<file path="src/rtl/thr_pkg.sv">
package thr_pkg;
    localparam int WIN_LEN = 100;
    localparam int PCT_W   = 7;
    localparam int LVL_W   = 2;
    localparam int PRIO_W  = 7;

    // level code to suppression percentage
    function automatic logic [PCT_W-1:0] lvl_to_pct(input logic [LVL_W-1:0] code);
        case (code)
            2'd1:    return PCT_W'(50);
            2'd2:    return PCT_W'(75);
            2'd3:    return PCT_W'(85);
            default: return '0;
        endcase
    endfunction

    function automatic logic [PCT_W-1:0] sat_pct(input logic [PCT_W-1:0] raw);
        return (int'(raw) > WIN_LEN) ? PCT_W'(WIN_LEN) : raw;
    endfunction
endpackage

</file>
<file path="src/rtl/thr_prio_pick.sv">
module thr_prio_pick #(
    parameter int NUM_EV = 3,
    parameter int PRIO_W = 7,
    localparam int IDX_W = (NUM_EV > 1) ? $clog2(NUM_EV) : 1
) (
    input  logic [NUM_EV-1:0]        req,
    input  logic [NUM_EV*PRIO_W-1:0] prio,
    output logic                     valid,
    output logic [IDX_W-1:0]         idx
);
    logic [PRIO_W-1:0] best;

    always_comb begin
        valid = 1'b0;
        idx   = '0;
        best  = '0;
        for (int i = 0; i < NUM_EV; i++) begin
            // strict compare keeps the lower index on a tie
            if (req[i] && (!valid || prio[i*PRIO_W +: PRIO_W] > best)) begin
                valid = 1'b1;
                idx   = IDX_W'(i);
                best  = prio[i*PRIO_W +: PRIO_W];
            end
        end
    end
endmodule

</file>
<file path="src/rtl/thr_skipper.sv">
module thr_skipper
    import thr_pkg::*;
(
    input  logic             clk,
    input  logic             rst_n,
    input  logic [PCT_W-1:0] pend_depth,
    input  logic             en_in,
    output logic             en_out
);
    typedef struct packed {
        logic [PCT_W-1:0] cnt;
        logic [PCT_W-1:0] acc;
        logic [PCT_W-1:0] depth;
        logic [PCT_W-1:0] sup_cnt;
    } skip_st_t;

    skip_st_t st_q, st_d;
    logic [PCT_W-1:0] eff;
    logic [PCT_W:0]   sum;
    logic             sup;

    always_comb begin
        st_d = st_q;
        eff  = (st_q.cnt == '0) ? pend_depth : st_q.depth;
        sum  = {1'b0, st_q.acc} + {1'b0, eff};
        sup  = (int'(sum) >= WIN_LEN);
        if (en_in) begin
            st_d.cnt = (int'(st_q.cnt) == WIN_LEN - 1) ? '0 : st_q.cnt + 1'b1;
            st_d.acc = sup ? PCT_W'(int'(sum) - WIN_LEN) : sum[PCT_W-1:0];
            if (st_q.cnt == '0) begin
                st_d.depth   = pend_depth;
                st_d.sup_cnt = PCT_W'(sup);
            end else begin
                st_d.sup_cnt = st_q.sup_cnt + PCT_W'(sup);
            end
        end
        en_out = en_in && !sup;
    end

    always_ff @(posedge clk or negedge rst_n) begin
        if (!rst_n) st_q <= '0;
        else        st_q <= st_d;
    end

    // the last strobe of a window completes exactly depth removals
    p_exact_count_r4: assert property (@(posedge clk) disable iff (!rst_n)
        (en_in && int'(st_q.cnt) == WIN_LEN - 1) |-> (st_q.sup_cnt + PCT_W'(sup)) == st_q.depth);
    // no output strobe without an input strobe
    p_no_spurious_r9: assert property (@(posedge clk) disable iff (!rst_n)
        !en_in |-> !en_out);
    // idle cycles freeze the window position
    p_idle_hold_r9: assert property (@(posedge clk) disable iff (!rst_n)
        !en_in |=> $stable(st_q.cnt) && $stable(st_q.acc));
    // depth only reloads on the first strobe of a window
    p_depth_hold_r8: assert property (@(posedge clk) disable iff (!rst_n)
        !(en_in && st_q.cnt == '0) |=> $stable(st_q.depth));
    // zero effective depth passes every strobe
    p_pass_zero_r3: assert property (@(posedge clk) disable iff (!rst_n)
        (en_in && eff == '0) |-> en_out);
endmodule

</file>
<file path="src/rtl/thr_arb_top.sv">
module thr_arb_top
    import thr_pkg::*;
#(
    parameter int NUM_EV = 3,
    localparam int IDX_W = (NUM_EV > 1) ? $clog2(NUM_EV) : 1
) (
    input  logic                     clk,
    input  logic                     rst_n,
    input  logic [NUM_EV-1:0]        ev_req,
    input  logic [NUM_EV*PRIO_W-1:0] ev_prio,
    input  logic [NUM_EV*PCT_W-1:0]  ev_cpu_pct,
    input  logic [NUM_EV*LVL_W-1:0]  ev_cpu_lvl,
    input  logic [NUM_EV*LVL_W-1:0]  ev_gpu_lvl,
    input  logic                     cpu_lvl_mode,
    input  logic                     cpu_en_in,
    input  logic                     gpu_en_in,
    output logic                     cpu_en_out,
    output logic                     gpu_en_out,
    output logic                     win_valid,
    output logic [IDX_W-1:0]         win_idx
);
    typedef struct packed {
        logic             valid;
        logic [IDX_W-1:0] idx;
    } win_t;

    win_t             win_q, win_d;
    logic             pick_valid;
    logic [IDX_W-1:0] pick_idx;
    logic [PCT_W-1:0] cpu_pct_tab [NUM_EV];
    logic [PCT_W-1:0] gpu_pct_tab [NUM_EV];
    logic [PCT_W-1:0] cpu_pend, gpu_pend;

    thr_prio_pick #(.NUM_EV(NUM_EV), .PRIO_W(PRIO_W)) u_pick (
        .req   (ev_req),
        .prio  (ev_prio),
        .valid (pick_valid),
        .idx   (pick_idx)
    );

    // per-event effective depths
    for (genvar g = 0; g < NUM_EV; g++) begin : g_ev
        assign cpu_pct_tab[g] = cpu_lvl_mode ? lvl_to_pct(ev_cpu_lvl[g*LVL_W +: LVL_W])
                                             : sat_pct(ev_cpu_pct[g*PCT_W +: PCT_W]);
        assign gpu_pct_tab[g] = lvl_to_pct(ev_gpu_lvl[g*LVL_W +: LVL_W]);
    end

    always_comb begin
        win_d.valid = pick_valid;
        win_d.idx   = pick_idx;
        cpu_pend    = '0;
        gpu_pend    = '0;
        if (win_q.valid) begin
            cpu_pend = cpu_pct_tab[win_q.idx];
            gpu_pend = gpu_pct_tab[win_q.idx];
        end
    end

    always_ff @(posedge clk or negedge rst_n) begin
        if (!rst_n) win_q <= '0;
        else        win_q <= win_d;
    end

    assign win_valid = win_q.valid;
    assign win_idx   = win_q.idx;

    thr_skipper u_cpu_skip (
        .clk(clk), .rst_n(rst_n), .pend_depth(cpu_pend),
        .en_in(cpu_en_in), .en_out(cpu_en_out)
    );
    thr_skipper u_gpu_skip (
        .clk(clk), .rst_n(rst_n), .pend_depth(gpu_pend),
        .en_in(gpu_en_in), .en_out(gpu_en_out)
    );

    // any request yields a valid winner next cycle
    p_valid_r1: assert property (@(posedge clk) disable iff (!rst_n)
        (ev_req != '0) |=> win_valid);
    // the registered winner was requesting
    p_winner_req_r1: assert property (@(posedge clk) disable iff (!rst_n)
        (ev_req != '0) |=> ((($past(ev_req)) >> win_idx) & NUM_EV'(1)) != '0);
    // no request yields no winner next cycle
    p_idle_r3: assert property (@(posedge clk) disable iff (!rst_n)
        (ev_req == '0) |=> (!win_valid && win_idx == '0));
endmodule

</file>
<file path="config.mk">
export PLATFORM = sky130hd
export DESIGN_NAME = thr_arb_top
export DESIGN_NICKNAME = d
export VERILOG_FILES = /design/src/rtl/thr_pkg.sv /design/src/rtl/thr_prio_pick.sv /design/src/rtl/thr_skipper.sv /design/src/rtl/thr_arb_top.sv
export SDC_FILE = /design/constraint.sdc
export NUM_CORES = 1
export LEC_CHECK = 0
export ABC_AREA = 1
export BUFFER_PORTS_ARGS = -buffer_cell sky130_fd_sc_hd__buf_2
export CAP_MARGIN = 15
export CELL_PAD_IN_SITES_DETAIL_PLACEMENT = 0
export CELL_PAD_IN_SITES_GLOBAL_PLACEMENT = 1
export CORE_UTILIZATION = 42
export CTS_CLUSTER_DIAMETER = 40
export DETAILED_ROUTE_END_ITERATION = 10
export PLACE_DENSITY = 0.88
export SLEW_MARGIN = 20
export SYNTH_ARGS = -nofsm -noshare
export SYNTH_HDL_FRONTEND = slang
export SYNTH_SLANG_ARGS = --single-unit
</file>
<file path="constraint.sdc">
create_clock -name clk -period 4.8 [get_ports clk]
set_clock_uncertainty 0.15 [all_clocks]
set_input_delay 0.72 -clock clk [delete_from_list [all_inputs] [get_ports clk]]
set_output_delay 0.72 -clock clk [all_outputs]
set_load 0.05 [all_outputs]
</file>
Word-level counts from Yosys, hierarchy flattened. Index checks and enable logic that the tools add are counted.

Flip-flop bits (word level): 45. Bits of input ports: 62. Latch bits: 0. Bits in writable memories: 0. Output and inout port bits: 5. Bits in read-only memories: 0. Word-level logic and storage cells: 88. Memories kept: 0.

Div/mod/pow operators: 0. Multipliers: 0. Reductions and logical operators: 12. $lt $le $gt $ge: 8. Add/subtract/negate cells: 6. Equality and inequality tests: 20. Mux-type cells: 33. Bitwise logic cells: 1. Shifts and indexed selects: 0.

Operators by type and width (number): 2-to-1 mux 7 bit (20); one-hot mux 7 bit (3 select lines) (6); binary-select mux 7 bit (select 2 bit) (2); == test 2 bit (second input constant) (12); > comparator 7 bit (second input constant) (3); adder 7 x 7 -> 8 bit (2); greater-or-equal comparator 8 x 7 -> 1 bit (second input constant) (2); adder 7 x 1 -> 7 bit (second input constant) (2); == test 7 x 6 -> 1 bit (second input constant) (2); > comparator 7 bit (2); zero test 7 bit (2); subtractor 7 bit (second input constant) (2); == test 2 x 1 -> 1 bit (second input constant) (6); logical AND 1 bit (4); zero test 1 bit (4); 2-to-1 mux 1 bit (4); greater-or-equal comparator 3 bit (second input constant) (1); inverter 2 -> 3 bit (1); logical OR 1 bit (2); 2-to-1 mux 2 bit (1).

Logic depth before layout (Yosys ltp).
Depth in word-level cells: 12. Mapped depth: 27. Depth with buffers taken out: 27.

Cells and area by module. Synthesis repeated with hierarchy kept, for this count alone.

Cell total of the unflattened synthesis: 746. Area, all modules: 5053.6 µm².

By module, submodules not included: thr_skipper (area each 1587.8 µm², instances 2, cells an instance 216, sequential area each 525.5 µm²); thr_arb_top (area each 1327.5 µm², instances 1, cells an instance 215, sequential area each 75.1 µm²); thr_prio_pick (area each 550.5 µm², instances 1, cells an instance 99, sequential area each 0.0 µm²).

Worst setup path before layout. No wires, ideal clock.

Path kind: input-to-output. Start: input ev_cpu_lvl[0]. End: output cpu_en_out. Cell stages on the path: 21. Required time: 3.930 ns. Buffers on the path: 0. Path slack: 0.290 ns. Data arrival time: 3.640 ns. Cell sequence: ha_1 > or2_2 > nor2_1 > nor2_1 > nand2_1 > nand3_1 > nand3_1 > nand2_1 > ha_1 > inv_1 > fa_1 > inv_1 > or2_2 > nand2_1 > inv_1 > ha_1 > nand3b_1 > nand3_1 > nand3_4 > nand2_2 > nor2_1.

Word-level cells in the longest chain between the ends: 12. Elaborated cells on any way between the ends: 14. Classes of those cells: add/sub: 1; order compare: 1; eq/ne: 3; mux: 7; reduce/logical: 2.

RTL lines: start: declaration (line thr_arb_top.sv:12) `input logic [NUM_EV*LVL_W-1:0] ev_cpu_lvl,`; == test 2 bit / == test 2 x 1 -> 1 bit (equally long branches) (line thr_pkg.sv:9) `case (code)`; one-hot mux 7 bit (3 select lines) (*) (line thr_pkg.sv:9); 2-to-1 mux 7 bit (*) (line thr_arb_top.sv:43) `assign cpu_pct_tab[g] = cpu_lvl_mode ? lvl_to_pct(ev_cpu_lvl[g*LVL_W +: LVL_W])`; binary-select mux 7 bit (select 2 bit) (*) (line thr_arb_top.sv:54) `cpu_pend = cpu_pct_tab[win_q.idx];`; 2-to-1 mux 7 bit (not written as such) (*) (2 in series) (line thr_arb_top.sv:54); 2-to-1 mux 7 bit (*) (line thr_arb_top.sv:53) `if (win_q.valid) begin`; 2-to-1 mux 7 bit (*) (line thr_skipper.sv:24) `eff = (st_q.cnt == '0) ? pend_depth : st_q.depth;`; named net u_cpu_skip.eff[0] (line thr_skipper.sv:18) `logic [PCT_W-1:0] eff;`; adder 7 x 7 -> 8 bit (*) (line thr_skipper.sv:25) `sum = {1'b0, st_q.acc} + {1'b0, eff};`; greater-or-equal comparator 8 x 7 -> 1 bit (*) (line thr_skipper.sv:26) `sup = (int'(sum) >= WIN_LEN);`; zero test 1 bit (*) (line thr_skipper.sv:37) `en_out = en_in && !sup;`; logical AND 1 bit (*) (line thr_skipper.sv:37); end: declaration (line thr_arb_top.sv:17) `output logic cpu_en_out,`.

Mark *: on every way through the listed nets, which the timed path passes. The rest lies on a longest branch. The select of a mux whose other input is x is not followed.

Final worst setup path. Ends and elaborated chain as after synthesis.

==> metrics.csv <==
metric,value,unit
status,completed,
Finished Cell Area,5280,um2
FF-to-FF setup slack,1.28,ns
slew at the pin closest to its max-slew limit,0.731,ns
floorplan core area,10800,um2
initial antenna violation count,0,
Core Rows,38,
Relative slew margins,0.508,
Synth-to-Final Area Change,12.8,%
post-route insts no fill,879,
"Req. time, crit path",3.93,ns
period utilization,0.943,
CTS Sinks,45,
mux cell area share after synthesis,0,
hpwl dp,8860,um
number of distinct library cells after synthesis,45,
Die Height,108,um
Critical Path Fanout Max,7,
io pins,67,
clock root cell,clkbuf_8,
RR Startpoint,u_gpu_skip.st_q[21],
Synth area leaders,"dfrtp_1, ha_1, nand2_1",
syn_area_per_cell,6.92,um2
Die X,108,um
vias in the first global route,4338,
share of post-route cells with drive strength above 1,0.149,
first-pass iteration count of the detailed router,5,
vias per inst,5.10,
R2R cell count,19,
Routability Congestion,0.873,
LEAKAGE,2.89,nW
Starting Density,0.432,
Worst-Skew Late Latency,0.29,ns
Syn Inst Count,677,
initial DRC count,298,
Final setup viols,0,
Num CTS Buffers,5,
DR vias,4486,
Synth Area in XOR/XNOR,0.0168,
Critical R2R Capture,u_gpu_skip.st_q[19],
Final Net Count,874,
Tot GR Track Use,0.200,
Syn Nets,813,
H-tree lvl count,2,
Post-CTS Repair Setup Buffers,0,
final wirelength,10900,um
post-synthesis compound-gate area fraction,0.129,
Ant. Diodes,0,
"flops & latches, synth",45,
worst setup margin,0.272,ns
clk slew on worst S/H paths,0.09,ns
grt ovf,0,
setup_tns,0,ns
Post-Synth Simple-Gate Area,0.326,
WS Path Type,in2out,
minimum clock period,4.53,ns
CP arrival,3.66,ns
Synth Area in Adders,0.201,
Synth Cell Area,4680,um2
largest vdd supply drop,0.373,mV
# port buffers,66,
# fillers,1116,
largest net degree at the start of global routing,46,
TritonCTS clock tree,built,
Yosys warning count,0,
Avg WL per Cell,12.4,um
Max-Cap Viols,0,
number of remaining DRC errors,0,
Fmax,221,MHz
main combinational cell family by area after synthesis,simple AND/OR/NAND/NOR gates,
final-report max-slew violation count,0,
Crit. End Element,primary output,
RSZ-0062 raised after global routing,false,
dpl cells,871,
Final Hold Viols,0,
Yosys top cell by area,dfrtp_1,
sequential share of the synthesized area,0.240,
Die Footprint,11600,um2
Worst setup SP type,primary input,
"antenna viol nets, final",0,
post-synth top area share,0.240,
Power Dens Cells,556,nW/um2
placed inst area,5140,um2
pre-CTS WS,0.190,ns
global-route wire length before repair,19000,um
CTS Buffer Depth,2,
HP Class,in2async,
==> power by group <==
group          internal, mW  switching (mW)
registers             0.537           0.110
logic                 0.734            1.26
clock network         0.169           0.130
==> critical path: stages <==
cell and delay, ns:
buf_2 0.13, ha_1 0.20, or2_2 0.31, nor2_1 0.09, nor2_1 0.05, nand2_1 0.06
nand3_1 0.07, nand3_1 0.09, nand2_1 0.07, ha_1 0.20, inv_1 0.07, fa_1 0.16
inv_1 0.05, or2_2 0.26, nand2_1 0.12, inv_1 0.07, ha_1 0.18, nand3b_1 0.09
nand3_1 0.13, nand3_4 0.14, nand2_2 0.09, nor2_1 0.13, buf_6 0.17
==> registers in the layout, summed over array words and instances (netlist names) <==
signal,count
u_cpu_skip.st_q,21
u_gpu_skip.st_q,21
win_idx,2
win_valid,1
==> cell usage after synthesis, drive strengths merged <==
library cell / instances
o2bb2ai: 1
nor4: 2
o31ai: 2
o22ai: 4
nor2: 56
nor4b: 1
a21boi: 1
nor3: 9
o211ai: 4
buf: 10
nand2: 197
xnor2: 2
o221ai: 1
nand3: 52
inv: 86
nand4: 9
a31oi: 9
or2: 7
dfrtp: 45
nor3b: 2
xor2: 7
fa: 2
a21o: 1
nand3b: 5
a21oi: 31
o21ai: 52
ha: 72
clkbuf: 7
==> cells by family after synthesis <==
family	count (synthesis)
buf+inv	103
fa+ha+maj	74
compound gates	106
xor+xnor	9
flops	45
simple gates	340
==> worst max-delay path by stage <==
stage,start,endpoint,depth (start not counted)
after floorplan,ev_cpu_lvl[0],cpu_en_out,21
after global placement,ev_cpu_lvl[4],cpu_en_out,21
after detailed placement,ev_cpu_lvl[4],cpu_en_out,21
after CTS,ev_cpu_lvl[4],cpu_en_out,21
after global routing,ev_cpu_lvl[0],cpu_en_out,23
final,ev_cpu_lvl[0],cpu_en_out,23
==> cells in the final DEF (no fill, tap or decap), drive strengths merged, types with 2 or more instances in the layout <==
| master | count |
|---|---|
| nand2 | 197 |
| inv | 86 |
| ha | 72 |
| buf | 71 |
| nor2 | 56 |
| nand3 | 52 |
| o21ai | 52 |
| dfrtp | 45 |
| a21oi | 31 |
| nand4 | 9 |
| nor3 | 9 |
| a31oi | 9 |
| xor2 | 7 |
| or2 | 7 |
| clkbuf | 6 |
| nand3b | 5 |
| o211ai | 4 |
| o22ai | 4 |
| xnor2 | 2 |
| nor3b | 2 |
| nor4 | 2 |
| fa | 2 |
| o31ai | 2 |
==> per-layer routing <==
| metal | part of all wire | GRT usage |
|---|---|---|
| met2 | 0.48 | 0.348 |
| met4 | 0.0091 | 0.0352 |
| met5 | 0 | 0 |
| met1 | 0.47 | 0.267 |
| met3 | 0.038 | 0.0224 |
==> through the flow <==
| stage | utilization | hold WS, ns | power [mW] |
|---|---|---|---|
| finish | 0.487 | 0.273 | 2.94 |
| global route | 0.487 | 0.302 | 3.29 |
| CTS | 0.486 | 0.341 | 2.94 |
| detailed placement | 0.474 | 0.320 | 2.63 |
| global placement | 0.474 | 0.311 | 2.58 |
| floorplan | - | 0.274 | 2.21 |
==> what timing repair did <==
item                                    4_1_cts  5_1_grt
hold buffers                                  0        0
endpoints found under the setup margin        0        2
gates resized for setup                       0        8
endpoints found under the hold margin         0        0
==> cell type report <==
class | count | area (um2) | share of cell area
Sequential cell | 45 | 1130 | 0.213
Clock inverter | 2 | 37.5 | 0.00711
Timing Repair Buffer | 71 | 377 | 0.0713
Tap cell | 140 | 175 | 0.0332
Multi-Input combinational cell | 529 | 3160 | 0.599
Clock buffer | 6 | 82.6 | 0.0156
Inverter | 86 | 323 | 0.0611
Power figures use the tool's default switching activity.
